**src/rtl/gear_prescaler.sv**
```systemverilog
module gear_prescaler #(
  parameter int T1_SHIFT = 3,
  parameter int MAX_GEAR_LOG2 = 4
) (
  input  logic       clk,
  input  logic       rst,
  input  logic       slow_en,
  input  logic       sys_sel,
  input  logic [2:0] gear,
  input  logic [1:0] src_sel,
  output logic       tick_t1,
  output logic       tick_t4,
  output logic       tick_t16,
  output logic       tick_t256
);

  localparam int PW = T1_SHIFT + 8;
  localparam int DW = MAX_GEAR_LOG2;
  localparam int AW = $clog2(MAX_GEAR_LOG2 + 1);

  logic [AW-1:0] req_log2, act_log2;
  logic          act_slow;
  logic [DW-1:0] div_cnt, div_mask;
  logic [PW-1:0] pre_cnt;
  logic          pre_en, run;

  assign req_log2 = (src_sel == 2'b10 || int'(gear) >= MAX_GEAR_LOG2)
                    ? AW'(MAX_GEAR_LOG2) : AW'(gear);
  assign div_mask = DW'((32'd1 << act_log2) - 32'd1);
  assign pre_en   = act_slow ? slow_en : (div_cnt == div_mask);
  assign run      = !rst && pre_en;

  always_ff @(posedge clk) begin
    if (rst || pre_en) begin
      act_slow <= sys_sel;
      act_log2 <= req_log2;
    end
    if (rst || pre_en || act_slow) div_cnt <= '0;
    else                           div_cnt <= div_cnt + 1'b1;
    if (rst)         pre_cnt <= '0;
    else if (pre_en) pre_cnt <= pre_cnt + 1'b1;
  end

  assign tick_t1   = run && (&pre_cnt[T1_SHIFT-1:0]);
  assign tick_t4   = run && (&pre_cnt[T1_SHIFT+1:0]);
  assign tick_t16  = run && (&pre_cnt[T1_SHIFT+3:0]);
  assign tick_t256 = run && (&pre_cnt[PW-1:0]);

  a_r9_release_quiet: assert property (@(posedge clk)
    rst |=> !(tick_t1 || tick_t4 || tick_t16 || tick_t256));

  a_r4_t1_single: assert property (@(posedge clk) disable iff (rst)
    tick_t1 |=> !tick_t1);

  a_r5_t4_within_t1: assert property (@(posedge clk) disable iff (rst)
    (tick_t4 || tick_t16) |-> tick_t1);

  a_r6_t256_within_t16: assert property (@(posedge clk) disable iff (rst)
    tick_t256 |-> (tick_t16 && tick_t4));

  a_r1_slow_only_on_enable: assert property (@(posedge clk) disable iff (rst)
    (act_slow && !slow_en) |-> !tick_t1);

  a_r10_cfg_hold: assert property (@(posedge clk) disable iff (rst)
    !pre_en |=> ($stable(act_log2) && $stable(act_slow)));

endmodule

```
**config.mk**
```make
export PLATFORM = sky130hd
export DESIGN_NAME = gear_prescaler
export DESIGN_NICKNAME = d
export VERILOG_FILES = /design/src/rtl/gear_prescaler.sv
export SDC_FILE = /design/constraint.sdc
export NUM_CORES = 1
export LEC_CHECK = 0
export ABC_AREA = 1
export BUFFER_PORTS_ARGS = -buffer_cell sky130_fd_sc_hd__clkbuf_2
export CAP_MARGIN = 0
export CORE_UTILIZATION = 50
export DETAILED_ROUTE_END_ITERATION = 12
export PLACE_DENSITY = 0.7
export SKIP_CTS_REPAIR_TIMING = 1
export SLEW_MARGIN = 10
export SYNTH_ARGS = -nofsm -noshare
export SYNTH_HDL_FRONTEND = slang
export SYNTH_SLANG_ARGS = --single-unit
```
**constraint.sdc**
```tcl
create_clock -name clk -period 2.55 [get_ports clk]
set_input_delay 0.51 -clock clk [delete_from_list [all_inputs] [get_ports clk]]
set_output_delay 0.51 -clock clk [all_outputs]
set_load 0.02 [all_outputs]
```
==> metrics.txt, run 1 <==
status=finished with violations; failing checks=negative setup slack; Final setup viols=4; DR vias/cell=4.96; final antenna-violating net count=0; clock tree buffer depth=2; largest net degree at the start of global routing=12; area post-placement=1190 um2; Synth Register Bits=19; Post-synth ARST share=0%; placed insts=194; Final period util=105%; Setup WS pre-CTS=0.128 ns; n_diodes=0; sequential fraction of the synthesis area=38.1%; die width=about 49 um; crit-path max cell delay=0.45 ns; synth unique cells=21; CTS H-tree depth=1; relative slew slack=76.0%; worst path arrival time=2.17 ns; count leader, synth=nand2_1; Layout Skew=0.00841 ns; most used cell, CP=nand2_4; Worst-Margin Slew=about 0.36 ns; Crit path max-delay family=simple AND/OR/NAND/NOR gates; worst path required time=2.04 ns; Yosys top cell by area=dfxtp_1; die footprint=approximately 2400 um2; Pwr Density=422 nW/um2; dpl hpwl=1570 um; synthesized area=about 1100 um2; # IOs=13; Max-cap violations=0; Placer Congestion=0.861; core box area=2020 um2; WL/cell=11.2 um; kind of critical path=reg -> out; synth warn=0; TritonCTS clock tree=yes; Final Critical Period=2.68 ns; Mapped Cells=155; peak fanout along the critical path=4; Total Power=0.548 mW; number of buffers added on ports=12; total clock sinks=19; WP buf/inv=1; GRT overflow=0; fin nets=187; startpoint class of the critical path=flip-flop; most frequent cells after synthesis=nand2_1, inv_1, nor2_1, nand3_1, dfxtp_1; post-route cell area=1300 um2; initial core utilization=between 50% and 60%; slowest CP cell=edfxtp_1; Hold/Removal Path Class=in -> reg; Final Hold Viols=0; cell chosen for the clock root=clkbuf_4; Levels on crit path=12; Post-synth EDFFs=4; die height=just under 50 um; Critical Path Sink Type=output port; top cells by area, synth=dfxtp_1, nand2_1, edfxtp_1, nand3_1, inv_1; share of cells above drive strength 1=21.5%; Num CTS Buffers=3; global-route wire length before repair=3500 um; Mapped Nets=169; Worst Slack Setup Final=-0.127 ns; Mapped Avg Cell Area=7.12 um2; Hold Path Depth=1; Tot GR Track Use=19.0%; worst skew pair latency=approximately 0.3 ns; Area Growth Syn to Fin=17.7%; end-of-flow core utilization=64.2%; Pre-antenna DRT Iters=4; fin. max-slew vios=0; WHS=roughly 0.38 ns; worst vdd ir=0.424 mV; worst path cell trace=nor2_4 -> nand2_2 -> ha_4 -> nor2_1 -> nor2_1 -> nand2_1 -> nor2_4 -> nand2_4 -> nand2_4 -> nand2_4 -> nor2_2 -> buf_4; Final Non-Filler Cells=199; Main synth FF type=dfxtp_1; total negative setup slack=-0.438 ns; initial antenna violation count=0; clock slew at reported path FFs=0.10 ns; path depth of the worst reg2reg path=13; number of global-route vias before repair=~870; Yosys top cell area share=between 20% and 30%; final wirelength=between 2000 and 2500 um; starting DRC count in detailed routing=28; FP Rows=16; RSZ-0062 raised after global routing=yes; DR vias=roughly 1000; Leakage=between 0.5 and 0.6 nW; fmax=374 MHz; DRC Markers=0
-- power breakdown --
part           internal [mW]  switching (mW)  total, mW  leakage [nW]
registers              0.316         0.00785      0.324         0.162
clock network         0.0609          0.0924      0.153        0.0150
logic                 0.0255          0.0452     0.0707         0.418
total                  0.403           0.145      0.548         0.595
-- layout by cell type, fill, tap and decap left out --
| master | Yosys | final |
|---|---|---|
| a21oi_1 | 4 | 4 |
| buf_4 | 0 | 3 |
| buf_6 | 1 | 3 |
| clkbuf_1 | 0 | 1 |
| clkbuf_2 | 0 | 8 |
| clkbuf_4 | 0 | 3 |
| clkinv_1 | 1 | 1 |
| dfxtp_1 | 15 | 15 |
| edfxtp_1 | 4 | 4 |
| ha_1 | 5 | 4 |
| ha_4 | 0 | 1 |
| inv_1 | 23 | 23 |
| inv_2 | 1 | 1 |
| nand2_1 | 36 | 33 |
| nand2_2 | 5 | 7 |
| nand2_4 | 2 | 3 |
| nand3_1 | 18 | 18 |
| nand3_2 | 1 | 1 |
| nand4_1 | 2 | 2 |
| nor2_1 | 23 | 19 |
| nor2_2 | 2 | 3 |
| nor2_4 | 1 | 4 |
| o21ai_0 | 3 | 3 |
| o21bai_1 | 1 | 1 |
| xnor2_1 | 3 | 3 |
| xor2_1 | 4 | 4 |
-- area by class of cell --
cell class | count | area (um2)
clock buffers | 4 | 26.3
fillers | 179 | 723
inverters | 25 | 93.8
multi-input cells | 110 | 628
flip-flops and latches | 19 | 420
well taps | 27 | 33.8
repair buffers | 14 | 96.3
-- path summary, 6_finish.rpt --
check	endpoint	start	slack [ns]
worst min-delay path	act_slow	sys_sel	0.38
worst min register to register	pre_cnt[1]	pre_cnt[1]	0.48
worst max-delay path	tick_t1	act_log2[2]	-0.13
worst max register to register	pre_cnt[4]	act_log2[2]	0.47
-- flip-flops by register name, summed over array words and instances, names as in the netlist --
register and flops:
pre_cnt 11, act_log2 3, act_slow 1, div_cnt 4
-- cell families after synthesis --
kind of cell | synth area share, %
AOI/OAI and AO/OA | 3.85
xor gates and xnor gates | 5.56
adders and majority gates | 5.67
buffers and inverters | 9.52
DFF | 38.1
and+or+nand+nor | 37.3
-- metal layers --
layer | routed length (um) | GRT usage (%)
met5 | 0 | 0
met4 | 42 | 9.80
met3 | 128 | 4.67
met1 | 963 | 24.3
met2 | 1090 | 29.6
No activity file was read; power rests on OpenSTA's default activity.
==> run 2, diff against run 1 <==
==> constraint.sdc (replaced) <==
create_clock -name clk -period 2.87 [get_ports clk]
set_input_delay 0.574 -clock clk [delete_from_list [all_inputs] [get_ports clk]]
set_output_delay 0.574 -clock clk [all_outputs]
set_load 0.02 [all_outputs]
==> run 2 against run 1 <==
The run now ends clean; combinational power shrank 8.6%; cell count grew 2.0%; global-route usage shrank 0.95 points; worst hold slack gained 0.070 ns; critical path depth grew 1; sequential power shrank 11%; wire length shrank 5.9%; clock-buffer cell count shrank 1; total power shrank 11%; flip-flop and latch count is the same; clock power shrank 12%.
==> metrics.txt, run 2 (same netlist as run 1, synthesis figures left out) <==
Final Hold Viols=0 (unchanged); biggest regs=pre_cnt (11), div_cnt (4), act_log2 (3) (unchanged); max reg flops=11 (unchanged); die footprint=2400 um2 (unchanged); cell chosen for the clock root=clkbuf_4 (unchanged); commonest cells after routing, fill and taps aside=nand2_1, inv_1, nor2_1 (unchanged); number of buffers added on ports=12 (unchanged); n_diodes=0 (unchanged); Worst Slack Setup Final=0.149 ns (was -0.127 ns); Total Power=0.488 mW (was 0.548 mW); Tot GR Track Use=18.1% (was 19.0%); Final Critical Period=2.72 ns; Final period util=between 90 and 100%; Worst Setup SP=act_log2[2] (unchanged); Pwr Density=376 nW/um2 (was 422 nW/um2); global-route wire length before repair=3450 um (was 3500 um); area post-placement=1190 um2 (about the same); relative slew slack=75.6% (was 76.0%); GRT overflow=0 (unchanged); share of cells above drive strength 1=21.6% (was 21.5%); dpl hpwl=1480 um (was 1570 um); FP Rows=16 (unchanged); final antenna-violating net count=0 (unchanged); Leakage=0.615 nW (was 0.595 nW); total clock sinks=19 (unchanged); FF-to-FF Start=act_log2[2] (unchanged); initial core utilization=54.6% (unchanged); CTS H-tree depth=1 (unchanged); Hold/Removal Path Class=in -> reg (unchanged); DRC Markers=0 (unchanged); clock tree buffer depth=2 (unchanged); post-route cell area=1300 um2 (about the same); Layout Skew=0.00430 ns (was 0.00841 ns); die height=49.0 um (unchanged); Max-cap violations=0 (unchanged); largest net degree at the start of global routing=13 (was 12); Worst-Margin Slew=0.365 ns (was 0.357 ns); die width=49.0 um (unchanged); DR vias=952 (was 987); most common cell after layout, fill and taps aside=nand2_1 (unchanged); Num CTS Buffers=3 (unchanged); final wirelength=2090 um (was 2220 um); worst path required time=2.30 ns (was 2.04 ns); worst path arrival time=2.15 ns (was 2.17 ns); DR vias/cell=4.69 (was 4.96); fin. max-slew vios=0 (unchanged); area of the multi-input gates=607 um2 (was 628 um2); Placer Congestion=0.857 (was 0.861); Pre-antenna DRT Iters=4 (unchanged); core box area=2020 um2 (unchanged); Min-Delay Startpoint=sys_sel (unchanged); starting DRC count in detailed routing=10 (was 28); Critical Path Sink Type=output port (unchanged); WL/cell=10.3 um (was 11.2 um); fillers=179 (unchanged); initial antenna violation count=0 (unchanged); worst vdd ir=0.365 mV (was 0.424 mV); Area Growth Syn to Fin=17.6% (was 17.7%); status=completed (was finished with violations); register area=420 um2 (unchanged); peak fanout along the critical path=7 (was 4); # IOs=13 (unchanged); startpoint class of the critical path=flip-flop (unchanged); Reg with most FFs=pre_cnt (unchanged); clock slew at reported path FFs=0.11 ns (was 0.10 ns); Final setup viols=0 (was 4); worst skew pair latency=0.29 ns (was 0.30 ns); number of global-route vias before repair=831 (was 872); fin nets=191 (was 187); fmax=368 MHz; kind of critical path=reg -> out (unchanged); TritonCTS clock tree=yes (unchanged); WHS=0.453 ns (was 0.384 ns); Setup WS pre-CTS=0.317 ns (was 0.128 ns)
-- run 2: layer usage --
metal	vias to the layer above	track usage (%)	wire length [um]
li1	526	-	-
met1	407	25.0	1070
met2	17	29.9	948
met3	2	3.12	61
met4	0	2.94	14
met5	-	0	0
-- run 2: layout make-up --
cell class / count / area share [%]
inverters: 25 / 7.23
clock buffers: 3 / 1.74
multi-input cells: 110 / 46.8
well taps: 27 / 2.60
flip-flops and latches: 19 / 32.4
clock inverters: 1 / 0.386
repair buffers: 18 / 8.87
-- run 2: path summary, 6_finish.rpt --
kind,to,slack [ns],depth (start not counted)
setup / recovery,tick_t4,0.15,13
hold / removal,act_slow,0.45,1
setup reg to reg,pre_cnt[10],0.74,14
hold reg to reg,pre_cnt[1],0.48,2
-- run 2: metrics by stage --
stage | instances | TNS (ns) | util, %
final | 203 | 0 | 64.2
after detailed placement | 193 | 0 | 58.7
after global placement | 193 | 0 | 58.7
after CTS | 197 | -0.128 | 60.0
after global routing | 203 | -0.0140 | 64.2
after floorplan | 155 | 0 | -
-- run 2: worst max-delay path: stages (launching register included) --
cell and delay (ns):
edfxtp_1 0.46, nor2_4 0.16, nand2_2 0.06, ha_1 0.30, nand2_1 0.08, nand2_1 0.05
nor2_1 0.07, nand2_1 0.09, nor2_4 0.10, nand2_4 0.07, nand2_8 0.08, nand2_4 0.07
nor2_2 0.10, buf_4 0.15
-- run 2: power by group --
group / internal, mW / switching [mW] / total (mW)
logic: 0.0255 / 0.0391 / 0.0646
clock network: 0.0517 / 0.0836 / 0.135
registers: 0.281 / 0.00663 / 0.288
==> run 3, diff against run 2 <==
--- a/config.mk
+++ b/config.mk
@@ -5,12 +5,12 @@
 export SDC_FILE = /design/constraint.sdc
 export NUM_CORES = 1
 export LEC_CHECK = 0
-export ABC_AREA = 1
 export BUFFER_PORTS_ARGS = -buffer_cell sky130_fd_sc_hd__clkbuf_2
 export CAP_MARGIN = 0
 export CORE_UTILIZATION = 50
+export CTS_BUF_LIST = sky130_fd_sc_hd__clkbuf_8 sky130_fd_sc_hd__clkbuf_16
 export DETAILED_ROUTE_END_ITERATION = 12
-export PLACE_DENSITY = 0.7
+export PLACE_DENSITY = 0.71
 export SKIP_CTS_REPAIR_TIMING = 1
 export SLEW_MARGIN = 10
 export SYNTH_ARGS = -nofsm -noshare
==> run 3 against run 2 <==
The flow now finishes with violations (negative setup slack); global-route usage increased by 1.1 points; via count decreased by 14%; maximum frequency decreased by 6.2%; critical path depth decreased by 5; die area decreased by 11%; sequential share of layout area decreased by 0.79 points; combinational power increased by 41%; setup slack got worse by 0.18 ns; total power increased by 15%; highest routed layer unchanged.
==> metrics.txt, run 3 <==
top cells by area, synth=dfxtp_1, edfxtp_1, ha_1, nor2_1, xor2_1 (was dfxtp_1, nand2_1, edfxtp_1, nand3_1, inv_1); startpoint class of the critical path=flip-flop (unchanged); largest net degree at the start of global routing=17 (was 13); synth unique cells=29 (was 21); Post-synth ARST share=0% (unchanged); area share of fa/ha/maj cells after synthesis=6.42% (was 5.67%); Post-synth EDFFs=4 (unchanged); worst skew pair latency=0.26 ns (was 0.29 ns); Leakage=0.548 nW (was 0.615 nW); die footprint=2130 um2 (was 2400 um2); core box area=1780 um2 (was 2020 um2); biggest regs=pre_cnt (11), div_cnt (4), act_log2 (3) (unchanged); Post-Synth Simple-Gate Area=23.4% (was 37.3%); met1 usage=22.3% (was 25.0%); post-route cell area=1330 um2 (was 1300 um2); Yosys top cell area share=30.8% (was 27.2%); Max-cap violations=0 (unchanged); number of buffers added on ports=12 (unchanged); max reg flops=11 (unchanged); synth warn=0 (unchanged); Critical Path Sink Type=output port (unchanged); # IOs=13 (unchanged); fraction of synthesized area in multiplexers=4.11% (was 0%); WL/cell=12.8 um (was 10.3 um); Final Non-Filler Cells=154 (was 203); Layout Skew=0.00486 ns (was 0.00430 ns); Placer Congestion=0.711 (was 0.857); Main synth FF type=dfxtp_1 (unchanged); TritonCTS clock tree=yes (unchanged); Mapped Cells=103 (was 155); met2 global-route usage=31.8% (was 29.9%); FF-to-FF setup slack=0.17 ns (was 0.74 ns); n_diodes=0 (unchanged); cell chosen for the clock root=clkbuf_8 (was clkbuf_4); die height=46.2 um (was 49.0 um); Final Hold Viols=0 (unchanged); number of global-route vias before repair=708 (was 831); initial antenna violation count=0 (unchanged); most common cell after layout, fill and taps aside=dfxtp_1 (was nand2_1); Final Critical Period=2.90 ns (was 2.72 ns); initial core utilization=54.7% (was 54.6%); Num CTS Buffers=3 (unchanged); dpl hpwl=1330 um (was 1480 um); worst path cell trace=or3_4 -> ha_4 -> xor2_4 -> mux2i_4 -> o21ai_4 -> nor2_2 -> and2_1 -> buf_6 (was nor2_4 -> nand2_2 -> ha_1 -> nand2_1 -> nand2_1 -> nor2_1 -> nand2_1 -> nor2_4 -> nand2_4 -> nand2_8 -> nand2_4 -> nor2_2 -> buf_4); RSZ-0062 raised after global routing=yes; Hold Path Depth=2 (was 1); crit-path max cell delay=0.41 ns (was 0.46 ns); Pre-antenna DRT Iters=6 (was 4); FP Rows=15 (was 16); Final setup viols=3 (was 0); fin. max-slew vios=0 (unchanged); placed insts=145 (was 193); worst vdd ir=0.411 mV (was 0.365 mV); clock slew at reported path FFs=0.07 ns (was 0.11 ns); share of cells above drive strength 1=32.6% (was 21.6%); sequential fraction of the synthesis area=43.1% (was 38.1%); Worst-Margin Slew=0.494 ns (was 0.365 ns); area post-placement=1150 um2 (was 1190 um2); worst path arrival time=2.33 ns (was 2.15 ns); die width=46.2 um (was 49.0 um); slowest CP cell=or3_4 (was edfxtp_1); final antenna-violating net count=0 (unchanged); Area Growth Syn to Fin=36.5% (was 17.6%); GR Layer Usage met3=8.24% (was 3.12%); status=finished with violations (was completed); Hold/Removal Path Class=reg -> reg (was in -> reg); kind of critical path=reg -> out (unchanged); DRC Markers=0 (unchanged); relative slew slack=66.7% (was 75.6%); Mapped Nets=117 (was 169); starting DRC count in detailed routing=10 (unchanged); final wirelength=1970 um (was 2090 um); Final period util=101% (was 94.8%); Yosys top cell by area=dfxtp_1 (unchanged); busiest layer in global routing=met2 (unchanged); DR vias=814 (was 952); Tot GR Track Use=19.2% (was 18.1%); Reg with most FFs=pre_cnt (unchanged); Mapped Avg Cell Area=9.46 um2 (was 7.12 um2); failing checks=negative setup slack; total clock sinks=19 (unchanged); commonest cells after routing, fill and taps aside=dfxtp_1, nor2_1, buf_4 (was nand2_1, inv_1, nor2_1); largest family of logic cells by synthesized area=simple AND/OR/NAND/NOR gates (unchanged); global-route wire length before repair=2840 um (was 3450 um); DR vias/cell=5.29 (was 4.69); GRT overflow=0 (unchanged); most frequent cells after synthesis=dfxtp_1, nor2_1, a21oi_1, nand2_1 (was nand2_1, inv_1, nor2_1, nand3_1, dfxtp_1); XOR/XNOR Fraction of Synth Area=6.29% (was 5.56%); synthesized area=975 um2 (was 1100 um2); fmax=345 MHz (was 368 MHz); CTS H-tree depth=1 (unchanged); path depth of the worst reg2reg path=10 (was 14); worst path required time=2.30 ns (about the same); fin nets=144 (was 191); Synth Register Bits=19 (unchanged); clock tree buffer depth=2 (unchanged); Worst Slack Setup Final=-0.0314 ns (was 0.149 ns); Pwr Density=422 nW/um2 (was 376 nW/um2); Synth Area in Compound Gates=14.0% (was 3.85%); peak fanout along the critical path=7 (unchanged)
-- run 3: changes by cell type in the layout (fill, tap and decap cells not counted), sizes merged, moves of 3 or more --
| cell | before | now |
|---|---|---|
| nand2 | 43 | 6 |
| inv | 24 | 4 |
| nand3 | 19 | 3 |
| nor2 | 26 | 15 |
| buf | 10 | 16 |
| or3 | 0 | 5 |
| and2 | 0 | 4 |
| mux2i | 0 | 4 |
| o21ai | 3 | 7 |
| a21oi | 4 | 7 |
| o31ai | 0 | 3 |
| or4 | 0 | 3 |
-- run 3: critical path: cells and delay by family, from the launching register on --
family,cells,cell delay (ns)
simple gates,3,0.69
flops,1,0.39
xor+xnor,1,0.24
mux,1,0.32
fa+ha+maj,1,0.18
buf+inv,1,0.12
compound gates,1,0.13
-- run 3: kinds of logic after synthesis --
logic type | count (synthesis)
buffers and inverters | 6
flip-flops | 19
adder cells (fa/ha/maj) | 5
AO/OA/AOI/OAI | 19
XOR/XNOR | 7
AND/OR/NAND/NOR | 43
multiplexers | 4
-- run 3: final cells by class --
type | instances | area (um2)
repair buffers | 24 | 168
multi-input cells | 78 | 649
fillers | 139 | 453
inverters | 4 | 15.0
clock buffers | 3 | 41.3
flip-flops and latches | 19 | 420
clock inverters | 1 | 5.00
well taps | 25 | 31.3
-- run 3: path summary, 6_finish.rpt --
path / start / end
worst min-delay path: pre_cnt[6] / pre_cnt[6]
worst max-delay path: act_log2[0] / tick_t1
worst min register to register: pre_cnt[6] / pre_cnt[6]
worst max register to register: act_log2[0] / pre_cnt[9]
-- run 3: metrics by stage --
step | util (%) | power, mW | setup WS, ns | TNS [ns] | hold WS (ns)
finish | 74.6 | 0.561 | -0.0314 | -0.0799 | 0.487
global route | 74.6 | 0.586 | -0.127 | -0.391 | 0.480
CTS | 67.3 | 0.540 | -0.211 | -0.751 | 0.484
detailed placement | 64.7 | 0.356 | 0.0864 | 0 | 0.476
global placement | 64.7 | 0.354 | 0.122 | 0 | 0.464
floorplan | - | 0.333 | 0.0356 | 0 | 0.449
-- run 3: power breakdown --
part / internal (mW) / switching, mW
clock: 0.0964 / 0.0853
sequential: 0.281 / 0.00732
combinational: 0.0468 / 0.0446
-- run 3: layer usage --
layer  up-vias  wire (um)
met5         -          0
met4         0         18
met3         4        112
met2        20        935
met1       372        900
li1        418          -
